<file path="config.mk">
export PLATFORM = sky130hd
export DESIGN_NAME = xdata_router
export DESIGN_NICKNAME = d
export VERILOG_FILES = /design/src/rtl/xdata_router.sv
export SDC_FILE = /design/constraint.sdc
export NUM_CORES = 1
export LEC_CHECK = 0
export BUFFER_PORTS_ARGS = -buffer_cell sky130_fd_sc_hd__buf_2
export CORE_ASPECT_RATIO = 1.25
export CORE_MARGIN = 2
export CORE_UTILIZATION = 30
export CTS_BUF_LIST = sky130_fd_sc_hd__clkbuf_8 sky130_fd_sc_hd__clkbuf_16
export DETAILED_ROUTE_END_ITERATION = 12
export SYNTH_ARGS = -nofsm -noshare
export SYNTH_HDL_FRONTEND = slang
export SYNTH_SLANG_ARGS = --single-unit
</file>
<file path="constraint.sdc">
create_clock -name clk -period 3.1 [get_ports clk]
set_input_delay 0.155 -clock clk [delete_from_list [all_inputs] [get_ports clk]]
set_output_delay 0.155 -clock clk [all_outputs]
set_load 0.05 [all_outputs]
</file>
<file path="src/rtl/xdata_router.sv">
module xdata_router #(
  parameter int ADDR_W    = 16,
  parameter int DATA_W    = 8,
  parameter int INT_BYTES = 1024
) (
  input  logic              clk,
  input  logic              rst_n,
  input  logic [1:0]        map_en,
  input  logic              req,
  input  logic              we,
  input  logic [ADDR_W-1:0] addr,
  input  logic [DATA_W-1:0] wdata,
  output logic [DATA_W-1:0] rdata,
  output logic              ready,
  output logic              busy,
  output logic              sram_cs,
  output logic              sram_we,
  output logic [$clog2(INT_BYTES)-1:0] sram_addr,
  output logic [DATA_W-1:0] sram_wdata,
  input  logic [DATA_W-1:0] sram_rdata,
  output logic              ext_req,
  output logic              ext_we,
  output logic [ADDR_W-1:0] ext_addr,
  output logic [DATA_W-1:0] ext_wdata,
  input  logic              ext_ack,
  input  logic [DATA_W-1:0] ext_rdata
);
  localparam int INT_AW = $clog2(INT_BYTES);
  localparam logic [1:0] MAP_ON = 2'b01;

  logic              hit, accept, from_ext;
  logic [DATA_W-1:0] ext_rd_q;

  assign hit        = (map_en == MAP_ON) && (addr < ADDR_W'(INT_BYTES));
  assign accept     = req && !ext_req;
  assign busy       = ext_req;

  assign sram_cs    = accept && hit;
  assign sram_we    = we;
  assign sram_addr  = addr[INT_AW-1:0];
  assign sram_wdata = wdata;

  assign rdata      = from_ext ? ext_rd_q : sram_rdata;

  always_ff @(posedge clk or negedge rst_n) begin
    if (!rst_n) begin
      ready     <= 1'b0;
      ext_req   <= 1'b0;
      ext_we    <= 1'b0;
      ext_addr  <= '0;
      ext_wdata <= '0;
      ext_rd_q  <= '0;
      from_ext  <= 1'b0;
    end else begin
      ready <= 1'b0;
      if (ext_req) begin
        if (ext_ack) begin
          ext_req  <= 1'b0;
          ready    <= 1'b1;
          from_ext <= 1'b1;
          ext_rd_q <= ext_rdata;
        end
      end else if (accept) begin
        if (hit) begin
          ready    <= 1'b1;
          from_ext <= 1'b0;
        end else begin
          ext_req   <= 1'b1;
          ext_we    <= we;
          ext_addr  <= addr;
          ext_wdata <= wdata;
        end
      end
    end
  end
endmodule

</file>
# Yosys cells after proc, flatten, opt, wreduce, memory -nomap -nowiden
# Cells that the tools add are included.
# word_totals
output_inout_bits,56
input_bits,47
romBits,0
n_memories,0
ram_bits,0
wordCells,34
latch_bits,0
register_bits,36
# classes
add_sub_neg,0
div,0
n_eq_ne,2
magnitude_cmp,1
bitwise_logic,2
n_mul,0
n_reduce_logical,9
muxes,13
n_shift,0
# ops
op,n
$lt 16x11->1 const B,1
$mux 1,12
$mux 8,1
$reduce_and 3->1,2
$reduce_bool 2->1,2
$logic_and 1x1->1,3
$eq 2x1->1 const B,1
$ne 2x1->1 const B,1
$not 1->1,2
$reduce_and 2->1,1
$logic_not 1->1,1

# Logic depth before layout (Yosys ltp)
# logic_depth
ltp_word,5
ltp_mapped,4
depth_no_buf,3

# Worst setup path before layout
# OpenSTA, ideal clock, no wires.
# synth_path
path_kind,reg-to-reg
start,reg ext_req (netlist: busy)
end,reg ext_addr[0]
path_stages_with_launch,5
period_less_slack_ps,1778
n_path_buf,1
path_slack_ps,1322
t_required_ps,2975
t_arrival_ps,1653
setup_ps,125
cell_sequence,dfrtp_1 > nand2b_1 > a21oi_2 > buf_6 > mux2_4
# synth_via
elab_chain_cells,3
word_cells_on_any_way,4
cone_classes,bitwise (1); reduce/logical (3)
# synth_rtl
element,line,source
from (decl),21,"output logic ext_req,"
from (signal assigned),48,ext_req <= 1'b0;
from (signal assigned),58,ext_req <= 1'b0;
from (signal assigned),68,ext_req <= 1'b1;
$logic_not 1->1,35,assign accept = req && !ext_req;
$logic_and 1x1->1,35,
$reduce_and 3->1 (no source line) *,--,
to (signal assigned),70,ext_addr <= addr;
to (decl),23,"output logic [ADDR_W-1:0] ext_addr,"
# Every way passes the cells marked *; elsewhere a longest branch is shown, timed or not.
# A chain may end at the register's enable or synchronous reset.

# Final worst setup path
# layout_path
start,reg ext_req (netlist: busy)
end,reg ext_wdata[5]
# layout_via
elab_chain_cells,3
word_cells_on_any_way,4
cone_classes,bitwise (1); reduce/logical (3)
# layout_rtl
element,line,source
$logic_not 1->1,35,
$logic_and 1x1->1,35,
$reduce_and 3->1 (no source line) *,--,
to (signal assigned),71,ext_wdata <= wdata;
to (decl),24,"output logic [DATA_W-1:0] ext_wdata,"
# Marks and branches as above.

==> flow_summary_export.csv <==
group,metric,value,unit
finish,fin_nets,246,
logic_synthesis,avgSynthCellArea,15.2,sq um
global_routing,overflow,0,
routing,wl_per_cell,12.9,um
clocking,root_buffer,"clkbuf_8",
routing,wirelength,3.40,mm
sta,worstMarginPinSlew,791,ps
sta,fmax,0.523,GHz
power_and_ir_drop,power.density,797,nW/um^2
finish,diodes,0,
routing,vias,1153,
logic_synthesis,netlist_area,1690,sq um
worst_setup_path,crit_required,3270,ps
placed_design,post_dp_cell_area,2120,sq um
placed_design,port_buffers,102,
logic_synthesis,syn_inst,111,
sta,final.min_clock_period,1910,ps
clocking,cts.sinks,36,
worst_setup_path,crit_buf_inv,1,
logic_synthesis,synth_warnings,0,
logic_synthesis,synthSimpleGateAreaFrac,2.88,%
die,coreArea,5440,sq um
worst_setup_path,slowest_delay,510,ps
sta,hold_viol,0,
logic_synthesis,synth.area.mux_share,31.5,%
logic_synthesis,synth_compound_area_share,1.48,%
placed_design,gp_congestion,0.681,
sta,fin_skew,1.65,ps
sta,setup_viol,0,
finish,area_delta_synth_final,31.4,%
routing,remaining_drc_errors,0,
finish,final_util,40.9,%
power_and_ir_drop,pwr-share-seq,35.5,%
power_and_ir_drop,p_int,1000,uW
sta,rsz0062_at_grt,"false",
die,die_w,71.2,um
finish,drive_gt1_share,77.5,%
clocking,clk_path_buf_depth,2,
power_and_ir_drop,irDropWorstVdd,0.227,mV
clocking,clock_latency,280,ps
worst_setup_path,cpMaxStageDelayCell,"a21oi_4",
sta,tns,0,ps
worst_setup_path,crit_fanout,16,
die,initial_core_util,31.1,%
hold_path,hold_path.class,"primary input to register",
logic_synthesis,synthesis.nets,158,
logic_synthesis,ys_ff_latch,36,
logic_synthesis,synth-adder-area-share,0,%
sta,relSlewSlack,47.3,%
routing,avgViaCountPerCell,4.37,
worst_setup_path,cp.arrival,2080,ps
global_routing,groute.usage.overall,10.5,%
logic_synthesis,ys_seq_area_share,53.3,%
clocking,cts_max_level,2,
logic_synthesis,synth_xor_area_share,0,%
worst_setup_path,cp-end-kind,"register",
clocking,clk_pin_slew_worst_paths,70,ps
worst_setup_path,crit_family,"compound AO/OA/AOI/OAI gates",
clocking,post_cts_resized,0,
die,rows,30,
clocking,cts-buffers-inserted,5,
clocking,cts_setup_buffers,0,
power_and_ir_drop,p_leak,0.00117,uW
finish,fin_area,2220,sq um
die,die_area,6260,sq um
global_routing,grt_pass1_wl,5.02,mm
power_and_ir_drop,p_sw_share,43.6,%
worst_setup_path,crit_chain,"nand2b_1 -> a21oi_4 -> buf_4 -> mux2_4",
worst_setup_path,critPathKind,"register to register",
outcome,status,"completed",
logic_synthesis,synth_top_family_by_area,"multiplexers",
die,io_pins,103,
global_routing,grt_max_degree,37,
power_and_ir_drop,power_frac_comb,45.6,%
logic_synthesis,synth_cell_types,15,
clocking,cts_tree,"built",
sta,slew_violations,0,
die,fp.dieH,88.0,um
routing,antenna_left,0,
routing,first_pass_iters,4,
global_routing,grt_pass1_vias,1030,
placed_design,hpwl,2.59,mm
global_routing,antenna_found_initial,0,
run,maxCapViolations,0,
power_and_ir_drop,power.share.clock,18.9,%
routing,dr.first_iter.drc_count,41,
power_and_ir_drop,switchingPower,772,uW
sta,fin_crit_sh,61.7,%
worst_setup_path,critPathLaunchType,"register",
worst_setup_path,rrSetupSlack,1190,ps
## layout make-up
class,instances,area (sq um)
Fill cell,517,3220
Sequential cell,36,901
Multi-Input combinational cell,50,614
Timing Repair Buffer,104,528
Clock buffer,6,82.6
Tap cell,64,80.1
Clock inverter,2,10.0
Inverter,2,7.51
## registers in the layout, indices dropped and copies added (netlist names)
signal / count
ext_addr: 16
ext_rd_q: 8
ext_wdata: 8
busy: 1
ext_we: 1
from_ext: 1
ready: 1
## cells in the final DEF, fill, tap and decap left out
cell type      netlist  layout
a21oi_4              0       1
nand3b_1             1       1
nand2b_1             1       1
mux2_4              19      19
buf_2                0     102
mux2_2              22      22
buf_4               20       1
a21o_1               1       1
nor4b_2              1       1
a22o_1               1       1
clkbuf_8             0       6
nand2_1              2       2
dfrtp_1             36      36
inv_1                2       2
nor4_2               1       1
clkinv_2             0       2
dlygate4sd3_1        0       1
## what timing repair did
action	in CTS	in global routing
hold buffers	1	0
setup endpoints to repair	0	0
hold endpoints to repair	36	0
## path summary, 6_finish.rpt
kind,startpoint,endpoint,depth (start not counted)
max,busy,ext_wdata[5],4
min,ext_rdata[0],ext_rd_q[0],2
max reg2reg,busy,ext_wdata[5],4
min reg2reg,ext_wdata[0],ext_wdata[0],1
max in group asynchronous,rst_n,ext_rd_q[0],2
min in group asynchronous,rst_n,ext_addr[1],2
## cells by family (layout without fill, tap and decap cells)
kind of cell	Yosys count	count (layout)
AO/OA/AOI/OAI	3	3
multiplexers	41	41
AND/OR/NAND/NOR	6	6
flip-flops	36	36
buffers and inverters	25	114
## metal layers
metal | track usage [%] | wire, um | up-vias
met5 | 0 | 0 | -
met2 | 17.4 | 1740 | 63
met3 | 3.34 | 270 | 2
li1 | - | - | 534
met1 | 12.4 | 1350 | 554
met4 | 4.63 | 40 | 0
## metrics by stage
stage | instances | setup WS (ps) | power [uW] | hold slack [ps]
after floorplan | 111 | 1320 | 1280 | -141
after global placement | 255 | 1190 | 1450 | 298
after detailed placement | 255 | 1150 | 1450 | 300
after CTS | 264 | 1140 | 1800 | 90.8
after global routing | 264 | 1020 | 1860 | 86.2
final | 264 | 1190 | 1770 | 103
## power groups by stage
stage | Sequential (uW) | Combinational (uW) | Clock, uW
floorplan | 909 | 370 | 0
global placement | 637 | 809 | 0
detailed placement | 638 | 816 | 0
CTS | 631 | 818 | 353
global route | 643 | 843 | 376
finish | 629 | 809 | 335
## cells in the mapped netlist
master,n,area share (%)
nand2_1,2,0.44
mux2_4,19,17
mux2_2,22,15
dfrtp_1,36,53
nand2b_1,1,0.37
clkbuf_1,1,0.22
nor4b_2,1,0.89
inv_1,2,0.44
a21o_1,1,0.44
nand3b_1,1,0.44
nor4_2,1,0.74
buf_4,20,8.9
a22o_1,1,0.52
a21oi_2,1,0.52
buf_6,2,1.3
Note: power is estimated with default switching activity, not from simulation.
